**src/rtl/tmr_pkg.sv**
```systemverilog
package tmr_pkg;
    localparam int ADDR_W = 5;
    localparam int DATA_W = 32;
    localparam logic [ADDR_W-1:0] A_MODE = 5'h00;
    localparam logic [ADDR_W-1:0] A_REF  = 5'h04;
    localparam logic [ADDR_W-1:0] A_CNT  = 5'h0C;
    localparam logic [ADDR_W-1:0] A_EVT  = 5'h10;
    localparam int MB_EN    = 0;
    localparam int MB_DIV   = 1;
    localparam int MB_WRAP  = 2;
    localparam int MB_IE    = 3;
    localparam int EB_CAP   = 8;
    localparam int EB_REF   = 9;
    localparam int CNT_RD_W = 16;
endpackage

```
**src/rtl/tmr_prescale.sv**
```systemverilog
module tmr_prescale #(
    parameter int DIV_LOG2 = 4
) (
    input  logic clk,
    input  logic rst_n,
    input  logic run,
    input  logic div_sel,
    output logic tick
);
    localparam logic [DIV_LOG2-1:0] LAST = '1;
    logic [DIV_LOG2-1:0] pre_q;

    always_ff @(posedge clk) begin
        if (!rst_n || !run || !div_sel) pre_q <= '0;
        else                            pre_q <= pre_q + 1'b1;
    end

    assign tick = run && (!div_sel || pre_q == LAST);
endmodule

```
**src/rtl/tmr_count_core.sv**
```systemverilog
module tmr_count_core #(
    parameter int W = 16
) (
    input  logic         clk,
    input  logic         rst_n,
    input  logic         run,
    input  logic         wrap,
    input  logic         tick,
    input  logic [W-1:0] ref_val,
    output logic [W-1:0] cnt,
    output logic         hit
);
    logic at_ref;
    assign at_ref = (cnt == ref_val);
    assign hit    = tick && at_ref;

    always_ff @(posedge clk) begin
        if (!rst_n || !run)       cnt <= '0;
        else if (tick) begin
            if (wrap && at_ref)   cnt <= '0;
            else                  cnt <= cnt + 1'b1;
        end
    end
endmodule

```
**src/rtl/tmr_event.sv**
```systemverilog
module tmr_event (
    input  logic clk,
    input  logic rst_n,
    input  logic set_ref,
    input  logic set_cap,
    input  logic clr_ref,
    input  logic clr_cap,
    output logic ref_flag,
    output logic cap_flag
);
    always_ff @(posedge clk) begin
        if (!rst_n) begin
            ref_flag <= 1'b0;
            cap_flag <= 1'b0;
        end else begin
            ref_flag <= set_ref || (ref_flag && !clr_ref);
            cap_flag <= set_cap || (cap_flag && !clr_cap);
        end
    end
endmodule

```
**src/rtl/cmp_interval_timer.sv**
```systemverilog
module cmp_interval_timer
    import tmr_pkg::*;
#(
    parameter int REF_W = 16
) (
    input  logic              clk,
    input  logic              rst_n,
    input  logic              bus_sel,
    input  logic              bus_wr,
    input  logic [ADDR_W-1:0] bus_addr,
    input  logic [3:0]        bus_be,
    input  logic [DATA_W-1:0] bus_wdata,
    output logic [DATA_W-1:0] bus_rdata,
    input  logic              cap_evt,
    output logic              irq
);
    localparam int REF_BYTES = REF_W / 8;

    logic             mode_en, mode_div, mode_wrap, mode_ie;
    logic [REF_W-1:0] ref_q;
    logic [REF_W-1:0] cnt_q;
    logic             tick, hit, ref_flag, cap_flag;
    logic             wr_acc, wr_mode, wr_evt;

    assign wr_acc  = bus_sel && bus_wr;
    assign wr_mode = wr_acc && bus_addr == A_MODE && bus_be[0];
    assign wr_evt  = wr_acc && bus_addr == A_EVT  && bus_be[1];

    always_ff @(posedge clk) begin
        if (!rst_n) begin
            mode_en   <= 1'b0;
            mode_div  <= 1'b0;
            mode_wrap <= 1'b0;
            mode_ie   <= 1'b0;
        end else if (wr_mode) begin
            mode_en   <= bus_wdata[MB_EN];
            mode_div  <= bus_wdata[MB_DIV];
            mode_wrap <= bus_wdata[MB_WRAP];
            mode_ie   <= bus_wdata[MB_IE];
        end
    end

    for (genvar b = 0; b < REF_BYTES; b++) begin : g_ref_lane
        always_ff @(posedge clk) begin
            if (!rst_n)
                ref_q[8*b +: 8] <= '0;
            else if (wr_acc && bus_addr == A_REF && bus_be[b])
                ref_q[8*b +: 8] <= bus_wdata[8*b +: 8];
        end
    end

    tmr_prescale #(.DIV_LOG2(4)) u_pre (
        .clk(clk), .rst_n(rst_n), .run(mode_en), .div_sel(mode_div), .tick(tick)
    );

    tmr_count_core #(.W(REF_W)) u_core (
        .clk(clk), .rst_n(rst_n), .run(mode_en), .wrap(mode_wrap), .tick(tick),
        .ref_val(ref_q), .cnt(cnt_q), .hit(hit)
    );

    tmr_event u_evt (
        .clk(clk), .rst_n(rst_n),
        .set_ref(hit), .set_cap(cap_evt),
        .clr_ref(wr_evt && bus_wdata[EB_REF]),
        .clr_cap(wr_evt && bus_wdata[EB_CAP]),
        .ref_flag(ref_flag), .cap_flag(cap_flag)
    );

    always_comb begin
        bus_rdata = '0;
        unique case (bus_addr)
            A_MODE: begin
                bus_rdata[MB_EN]   = mode_en;
                bus_rdata[MB_DIV]  = mode_div;
                bus_rdata[MB_WRAP] = mode_wrap;
                bus_rdata[MB_IE]   = mode_ie;
            end
            A_REF:  bus_rdata[REF_W-1:0]    = ref_q;
            A_CNT:  bus_rdata[CNT_RD_W-1:0] = cnt_q[CNT_RD_W-1:0];
            A_EVT: begin
                bus_rdata[EB_REF] = ref_flag;
                bus_rdata[EB_CAP] = cap_flag;
            end
            default: bus_rdata = '0;
        endcase
    end

    assign irq = ref_flag && mode_ie;
endmodule

```
**config.mk**
```make
export PLATFORM = sky130hd
export DESIGN_NAME = cmp_interval_timer
export DESIGN_NICKNAME = d
export VERILOG_FILES = /design/src/rtl/tmr_pkg.sv /design/src/rtl/tmr_prescale.sv /design/src/rtl/tmr_count_core.sv /design/src/rtl/tmr_event.sv /design/src/rtl/cmp_interval_timer.sv
export SDC_FILE = /design/constraint.sdc
export NUM_CORES = 1
export LEC_CHECK = 0
export BUFFER_PORTS_ARGS = -buffer_cell sky130_fd_sc_hd__buf_2
export CORE_AREA = 2 2 90 92
export CTS_CLUSTER_SIZE = 30
export DETAILED_ROUTE_END_ITERATION = 16
export DIE_AREA = 0 0 92 94
export GPL_TIMING_DRIVEN = 0
export PLACE_DENSITY = 0.67
export REMOVE_ABC_BUFFERS = 1
export SYNTH_ARGS = -nofsm -noshare
export SYNTH_HDL_FRONTEND = slang
export SYNTH_HIERARCHICAL = 1
export SYNTH_SLANG_ARGS = --single-unit
```
**constraint.sdc**
```tcl
create_clock -name clk -period 3.2 [get_ports clk]
set_clock_uncertainty 0.1 [all_clocks]
set_input_delay 0.16 -clock clk [delete_from_list [all_inputs] [get_ports clk]]
set_output_delay 0.16 -clock clk [all_outputs]
set_load 0.01 [all_outputs]
```
# After elaboration in Yosys (flattened, before gate mapping)

Index checks and enable logic that the tools add are counted.

Add/sub/neg operators: 2
Reduce and logical (&&, ||, !) cells: 27
Eq/ne operators: 5
Multiplexer cells: 5

Operator list:

| kind                                                                  | count |
|---|---|
| 16-bit by 1-bit adder with 16-bit output, second input constant       | 1 |
| 16-bit equality test                                                  | 1 |
| 1-bit logical AND                                                     | 16 |
| 16-bit two-way mux                                                    | 1 |
| 4-bit one-hot mux with 3 select lines                                 | 1 |
| 6-bit one-hot mux with 2 select lines                                 | 1 |
| 4-bit one-hot mux with 2 select lines                                 | 1 |
| 2-bit one-hot mux with 3 select lines                                 | 1 |
| 5-bit by 3-bit equality test with 1-bit output, second input constant | 1 |
| 5-bit by 4-bit equality test with 1-bit output, second input constant | 1 |
| 5-bit equality test, second input constant                            | 1 |
| 1-bit logical NOT                                                     | 5 |
| 5-bit logical NOT                                                     | 1 |
| 1-bit logical OR                                                      | 5 |
| 4-bit by 1-bit adder with 4-bit output, second input constant         | 1 |
| 4-bit equality test, second input constant                            | 1 |

Flip-flop bits (word level): 42
Output and inout bits: 33
Input bits: 46
Word-level logic and storage cells: 49

# Depth between registers and ports, before layout

Gate-level depths: netlist of run 1.

Word-level depth: 7
Gate-level depth with buffers: 8
Depth with buffers taken out: 7

# Cells and area by module

Netlist of run 1, hierarchy kept.

Modules (own cells, without submodules):

| module             | sequential area each (um^2) | instances | cells an instance | area each (um^2) |
|---|---|---|---|---|
| cmp_interval_timer | 400.4                       | 1         | 142               | 1211.2 |
| tmr_count_core     | 320.3                       | 1         | 108               | 1143.6 |
| tmr_prescale       | 80.1                        | 1         | 17                | 163.9 |
| tmr_event          | 40.0                        | 1         | 6                 | 82.6 |

# Least setup slack after synthesis of run 1

No wires, ideal clock.

Kind: reg2reg
Start point: register u_pre.pre_q[0]
End point: register u_core.cnt[15]
Stages on the path, launching flop included: 9
Setup time: 86 ps
Slack: 1387 ps
Data required time: 3014 ps
Arrival: 1628 ps
Clock period less this slack: 1813 ps
Buffers on the path: 1
Cell sequence: dfxtp_1 > ha_1 > nand3_1 > a21boi_0 > buf_2 > nand4_1 > nor4_4 > xnor2_1 > a211oi_1

Cells in the longest elaborated chain, start to end: 3

Ends and longest elaborated chain:

| element                | RTL line                 | text |
|---|---|---|
| start, declared        | tmr_prescale.sv:11       | `logic [DIV_LOG2-1:0] pre_q;` |
| start signal, assigned | tmr_prescale.sv:15       | `else pre_q <= pre_q + 1'b1;` |
| 4-bit equality test    | tmr_prescale.sv:18       | `assign tick = run && (!div_sel \|\| pre_q == LAST);` |
| 1-bit logical OR       | tmr_prescale.sv:18       |  |
| 1-bit logical AND      | tmr_prescale.sv:18       |  |
| named net tick         | cmp_interval_timer.sv:22 | `logic tick, hit, ref_flag, cap_flag;` |
| end signal, assigned   | tmr_count_core.sv:21     | `else cnt <= cnt + 1'b1;` |
| end, declared          | tmr_count_core.sv:10     | `output logic [W-1:0] cnt,` |

The timed path passes the listed nets, and every way through them passes these cells.
A chain may end at the register's enable or synchronous reset.

# Worst setup path in the final report of run 1

Ends and elaborated chain as after synthesis.

==> results of run 1 <==
## area by class of cell
cell class / instances / share of cell area, %
tap: 102 / 4.42
inverter: 4 / 0.520
clock buffer: 7 / 2.65
timing repair buffer: 45 / 7.98
multi-input combinational: 210 / 55.3
sequential: 42 / 29.1
## metrics by stage
| step | instances | setup slack (ns) | util [%] | hold slack, ns |
|---|---|---|---|---|
| 6_report | 410 | 0.383 | 37.9 | 0.00680 |
| 4_1_cts | 410 | 0.382 | 37.9 | 0.00385 |
| 5_1_grt | 410 | 0.100 | 37.9 | 0.0121 |
| 2_1_floorplan | 256 | 0.968 | - | 0.177 |
| 3_5_place_dp | 402 | 0.453 | 36.8 | 0.275 |
| 3_3_place_gp | 402 | 0.494 | 36.7 | 0.269 |
## synth_stat cells, drive strengths merged
cell / count / area share, %
a22o: 10 / 3.4
nor3b: 1 / 0.29
and3: 6 / 1.4
clkbuf: 8 / 1.2
ha: 2 / 0.96
nor4: 6 / 3.6
inv: 4 / 0.58
and4: 4 / 1.4
o21ai: 1 / 0.34
and2: 4 / 0.96
or3: 2 / 0.48
nand2: 39 / 5.6
mux2i: 22 / 8.5
conb: 1 / 0.14
a211o: 1 / 0.34
nor4b: 1 / 0.34
xor2: 4 / 1.3
a21boi: 1 / 0.29
nand4b: 2 / 0.67
nand2b: 1 / 0.24
or4b: 1 / 0.53
a41oi: 1 / 0.34
dfxtp: 42 / 32
nor3: 4 / 1.2
o21a: 2 / 0.58
nor2: 9 / 1.3
o22a: 1 / 0.34
a221o: 6 / 2.3
nand4: 11 / 3.9
nor2b: 2 / 1.1
a21oi: 3 / 0.87
a211oi: 13 / 5.1
buf: 24 / 7.0
xnor2: 25 / 9.4
nand3: 9 / 1.7
## repair_timing
action / 4_1_cts / 5_1_grt
hold buffers: 1 / 0
hold endpoints to repair: 1 / 0
endpoints found under the setup margin: 0 / 0
## power by group
group | total, mW | internal [mW] | switching [mW] | leakage, nW
sequential | 0.525 | 0.524 | 0.00103 | 0.338
clock | 0.327 | 0.151 | 0.177 | 0.0383
combinational | 0.0605 | 0.0218 | 0.0387 | 0.674
## state kept, by name, indices dropped and copies added, names as in the netlist
signal	flops
u_core/cnt	16
u_evt/ref_flag	1
ref_q	16
u_evt/cap_flag	1
mode_wrap	1
u_pre/pre_q	4
mode_en	1
mode_div	1
mode_ie	1
## logic make-up after synthesis
family | count (synthesis) | synth area share (%)
buffers and inverters | 36 | 8.71
adders and majority gates | 2 | 0.962
DFF | 42 | 32.3
other | 1 | 0.144
muxes | 22 | 8.47
xor gates and xnor gates | 29 | 10.8
AOI/OAI and AO/OA | 39 | 13.9
and+or+nand+nor | 102 | 24.8
## metal layers
layer / share of wire [%] / global-route usage (%)
met1: 46 / 17.9
met2: 49 / 23.7
met3: 3.5 / 1.36
met4: 1.4 / 4.60
met5: 0 / 0
## worst paths after layout
path / to / slack (ns) / cells past startpoint
hold / removal: ref_q[7] / 0.007 / 3
setup reg to reg: u_core/cnt[15] / 0.38 / 7
hold reg to reg: u_pre/pre_q[0] / 0.36 / 1
setup / recovery: u_core/cnt[15] / 0.38 / 7
## placed cells by master, fill, tap and decap left out, drive strengths merged, types with 7 or more instances in the layout
cell type	n
mux2i	22
nand2	39
conb	16
buf	44
nand3	9
a22o	10
xnor2	25
clkbuf	7
nand4	11
dfxtp	42
a211oi	13
nor2	9
## worst max-delay path, delay by kind of cell, from the launching register on
kind | cells | cell delay (ns)
AOI/OAI and AO/OA | 2 | 1.04
and+or+nand+nor | 3 | 0.92
DFF | 1 | 0.36
adders and majority gates | 1 | 0.20
xor gates and xnor gates | 1 | 0.09
==> results.sh, run 1 <==
export IMPL_status="complete, no violations"
export IMPL_post_route_cell_area_mm2=0.00289
export IMPL_drt_pass1_iter_count=4
export IMPL_rows=32
export IMPL_vias=2056
export IMPL_finalSetupViolCount=0
export IMPL_maxCapViolCount=0
export IMPL_period_needed_ns=2.82
export IMPL_io_buffers=44
export IMPL_cts_buffers=5
export IMPL_worstSkewPairLatency_ns=0.29
export IMPL_place_congestion=0.787
export IMPL_p_leak_nw=1.05
export IMPL_finalSetupTns_ns=0
export IMPL_overflow=0
export IMPL_worstHoldStart="bus_wdata[7]"
export IMPL_cts_buffer_depth=2
export IMPL_multi_input_area_mm2=0.00160
export IMPL_path_cells="ha_1, nand3_1, a21boi_0, nand4_1, nor4_4, xnor2_1, a211oi_1"
export IMPL_grt_pass1_wl_mm=9.63
export IMPL_path_max_fanout=10
export IMPL_worstHoldPathType="input port to flop"
export IMPL_cp_required_ns=3.29
export IMPL_synth_avg_cell_area_um2=9.53
export IMPL_ant_nets=0
export IMPL_crit_type="flop to flop"
export IMPL_num_fill_cells=796
export IMPL_io_pins=79
export IMPL_root_buffer="clkbuf_8"
export IMPL_rr_startpoint="u_pre/pre_q[0]"
export IMPL_vdd_drop_max_v=0.000291
export IMPL_die_height_um=94
export IMPL_layout_drive_gt1_share_pct=25.0
export IMPL_antenna_found_initial=0
export IMPL_grt_usage_pct=13.7
export IMPL_cts_setup_buffers=0
export IMPL_power_density_mw_per_mm2=316
export IMPL_coreArea_mm2=0.00761
export IMPL_cts_htree_levels=2
export IMPL_rsz0062_at_grt="false"
export IMPL_drc_errors=0
export IMPL_post_route_period_util_pct=88.0
export IMPL_hold_viol=0
export IMPL_netlist_area_mm2=0.00260
export IMPL_crit_arrival_ns=2.91
export IMPL_dpl_hpwl_mm=4.16
export IMPL_synth_seq_cells=42
export IMPL_placement_cell_area_mm2=0.00280
export IMPL_ys_warn_count=6
export IMPL_relSlewSlack_pct=17.8
export IMPL_drt_iter0_drc=62
export IMPL_slowest_stage="a21boi_0"
export IMPL_finalNetCount=356
export IMPL_worst_slew_pin_transition_ns=1.23
export IMPL_die_w_um=92
export IMPL_end_kind="flop"
export IMPL_regArea_um2=841
export IMPL_cts_tree="done"
export IMPL_n_antenna_cell=0
export IMPL_cpPeakStageDelay_ns=0.81
export IMPL_clock_fmax_ghz=0.355
export IMPL_grt_max_degree=44
export IMPL_dieArea_mm2=0.00865
export IMPL_synth_seq_area_share_pct=32.3
export IMPL_cp_startpoint="u_pre/pre_q[0]"
export IMPL_synth_cells=273
export IMPL_vias_per_cell=5.01
export IMPL_wl_per_cell_um=14.2
export IMPL_numClockSinks=42
export IMPL_slew_violations=0
export IMPL_start_util_pct=34.2
export IMPL_path_clk_slew_ns=0.08
export IMPL_grt_pass1_vias=1975
export IMPL_area_growth_pct=10.9
export IMPL_cts_resized_gates=0
export IMPL_critPathLaunchType="flop"
export IMPL_drt_wl_total_mm=5.82
export IMPL_fin_total_pwr_uw=912
export IMPL_synth_cell_types=46
Power figures use the tool's default switching activity.
==> run 2: changes to the inputs <==
--- a/config.mk
+++ b/config.mk
@@ -12,7 +12,6 @@
 export DIE_AREA = 0 0 92 94
 export GPL_TIMING_DRIVEN = 0
 export PLACE_DENSITY = 0.67
-export REMOVE_ABC_BUFFERS = 1
 export SYNTH_ARGS = -nofsm -noshare
 export SYNTH_HDL_FRONTEND = slang
 export SYNTH_HIERARCHICAL = 1
==> run 2 against run 1 <==
Sequential power hardly changed. Worst hold slack improved by 0.0026 ns. Register-to-register slack gained 0.70 ns. Sequential share of layout area is 2.1 points lower. Via count up 6.1%. First-iteration DRC count grew 120%. Fmax rose by 23%. Final cell count grew 8.0%. Combinational power is 33% higher. Non-clock buffer count increased by 32. Global-route usage rose by 0.83 points. Core utilization rose by 2.9 points. Largest power group unchanged.
==> results.sh, run 2 (synthesized netlist as in run 1, its figures left out) <==
export IMPL_power_density_mw_per_mm2=311
export IMPL_drt_wl_total_mm=6.20
export IMPL_vias=2181
export IMPL_period_needed_ns=2.29
export IMPL_die_w_um=92
export IMPL_crit_top_cell="buf_2"
export IMPL_path_max_fanout=10
export IMPL_root_buffer="clkbuf_8"
export IMPL_power_internal_uw=735
export IMPL_drc_errors=0
export IMPL_coreArea_mm2=0.00761
export IMPL_p_comb_share_pct=8.3
export IMPL_met2_length_mm=3.07
export IMPL_multi_input_area_mm2=0.00159
export IMPL_grt_pass1_wl_mm=10.1
export IMPL_finalNetCount=388
export IMPL_drt_pass1_iter_count=4
export IMPL_grt_max_degree=13
export IMPL_relSlewSlack_pct=49.6
export IMPL_end_kind="primary output"
export IMPL_cts_tree="done"
export IMPL_io_buffers=44
export IMPL_vias_per_cell=4.92
export IMPL_path_cells="buf_2, nor4b_1, and2_1, clkbuf_1, a22o_1, buf_2"
export IMPL_numClockSinks=42
export IMPL_ant_nets=0
export IMPL_wl_met1_mm=2.75
export IMPL_cts_buffer_depth=2
export IMPL_slowest_stage="nor4b_1"
export IMPL_crit_arrival_ns=2.03
export IMPL_io_pins=79
export IMPL_regArea_um2=841
export IMPL_hold_viol=0
export IMPL_worstSkewPairLatency_ns=0.29
export IMPL_final_cells=443
export IMPL_rows=32
export IMPL_met3_length_um=240
export IMPL_area_growth_pct=19.4
export IMPL_worstHoldPathType="input port to flop"
export IMPL_clock_fmax_ghz=0.437
export IMPL_dpl_hpwl_mm=4.82
export IMPL_p_sw_share_pct=23.9
export IMPL_maxCapViolCount=0
export IMPL_die_height_um=94
export IMPL_place_congestion=0.839
export IMPL_finalSetupTns_ns=0
export IMPL_dieArea_mm2=0.00865
export IMPL_power_switching_uw=230
export IMPL_layout_drive_gt1_share_pct=29.9
export IMPL_cts_setup_buffers=0
export IMPL_cpPeakStageDelay_ns=0.68
export IMPL_reg_largest_list="ref_q: 16 flops, u_core/cnt: 16 flops, u_pre/pre_q: 4 flops"
export IMPL_cts_buffers=5
export IMPL_finalSetupViolCount=0
export IMPL_post_route_period_util_pct=71.5
export IMPL_p_leak_nw=1.20
export IMPL_vdd_drop_max_v=0.000174
export IMPL_p_clk_share_pct=37.3
export IMPL_dp_cells=434
export IMPL_top_layer_used="met4"
export IMPL_grt_usage_pct=14.6
export IMPL_status="complete, no violations"
export IMPL_crit_type="input port to primary output"
export IMPL_rsz0062_at_grt="false"
export IMPL_final_cell_mix="buf_2, dfxtp_1, nand2_1, xnor2_1, mux2i_1"
export IMPL_cts_htree_levels=2
export IMPL_critPathLaunchType="input port"
export IMPL_num_fill_cells=794
export IMPL_path_clk_slew_ns=0.08
export IMPL_start_util_pct=34.2
export IMPL_slew_violations=0
export IMPL_p_seq_share_pct=54.4
export IMPL_n_antenna_cell=0
export IMPL_final_common_cell="buf_2"
export IMPL_overflow=0
export IMPL_antenna_found_initial=0
export IMPL_cp_required_ns=2.94
export IMPL_wl_per_cell_um=14.0
export IMPL_worst_slew_pin_transition_ns=0.745
export IMPL_drt_iter0_drc=138
export IMPL_grt_pass1_vias=2134
==> run 2: cell types whose count changed in the layout (fill, tap and decap cells not counted), sizes merged <==
cell    change
clkinv      +1
buf        +24
clkbuf      +8
==> run 2: cell type report <==
type                    instances  area share [%]
flip-flops and latches         42            27.1
well taps                     102            4.11
clock inverters                 1           0.161
plain buffers                  32            6.81
clock buffers                   7            2.78
inverters                       4           0.483
repair buffers                 45            7.41
multi-input cells             210            51.2
==> run 2: final timing paths <==
check / cells past startpoint / startpoint / end / slack (ns)
hold / removal: 3 / bus_wdata[15] / ref_q[15] / 0.009
hold reg to reg: 1 / u_pre/pre_q[0] / u_pre/pre_q[0] / 0.36
setup / recovery: 6 / bus_addr[1] / bus_rdata[6] / 0.91
setup reg to reg: 8 / u_pre/pre_q[0] / u_core/cnt[15] / 1.08
==> run 2: power groups by stage <==
stage	clock network, mW	registers (mW)	logic, mW
floorplan	0	0.537	0.0505
global placement	0	0.537	0.0775
detailed placement	0	0.537	0.0787
CTS	0.365	0.525	0.0798
global route	0.386	0.525	0.0888
finish	0.360	0.524	0.0803
==> run 2: metrics by stage <==
| stage | instance area [um2] | setup WS, ns | total power, mW | hold slack (ns) | util (%) |
|---|---|---|---|---|---|
| floorplan | 2660 | 1.39 | 0.587 | 0.177 | - |
| global placement | 3010 | 1.07 | 0.614 | 0.272 | 39.5 |
| detailed placement | 3010 | 1.02 | 0.616 | 0.272 | 39.5 |
| CTS | 3110 | 1.01 | 0.970 | 0.00253 | 40.8 |
| global route | 3110 | 0.764 | 0.999 | 0.0140 | 40.8 |
| finish | 3110 | 0.911 | 0.965 | 0.00935 | 40.8 |
==> run 2: what timing repair did <==
action,CTS,global route
hold buffers,1,0
resized for setup,0,0
setup endpoints to repair,0,0
hold endpoints to repair,1,0
==> run 2: critical path: cells and delay by family <==
family,cells,cell delay [ns]
and+or+nand+nor,2,0.95
buffers and inverters,3,0.67
AOI/OAI and AO/OA,1,0.25
==> run 2: layer usage <==
metal	GRT usage, %	vias up
met5	0	-
met4	6.09	0
met3	2.49	9
met2	25.1	58
met1	17.9	1027
li1	-	1087
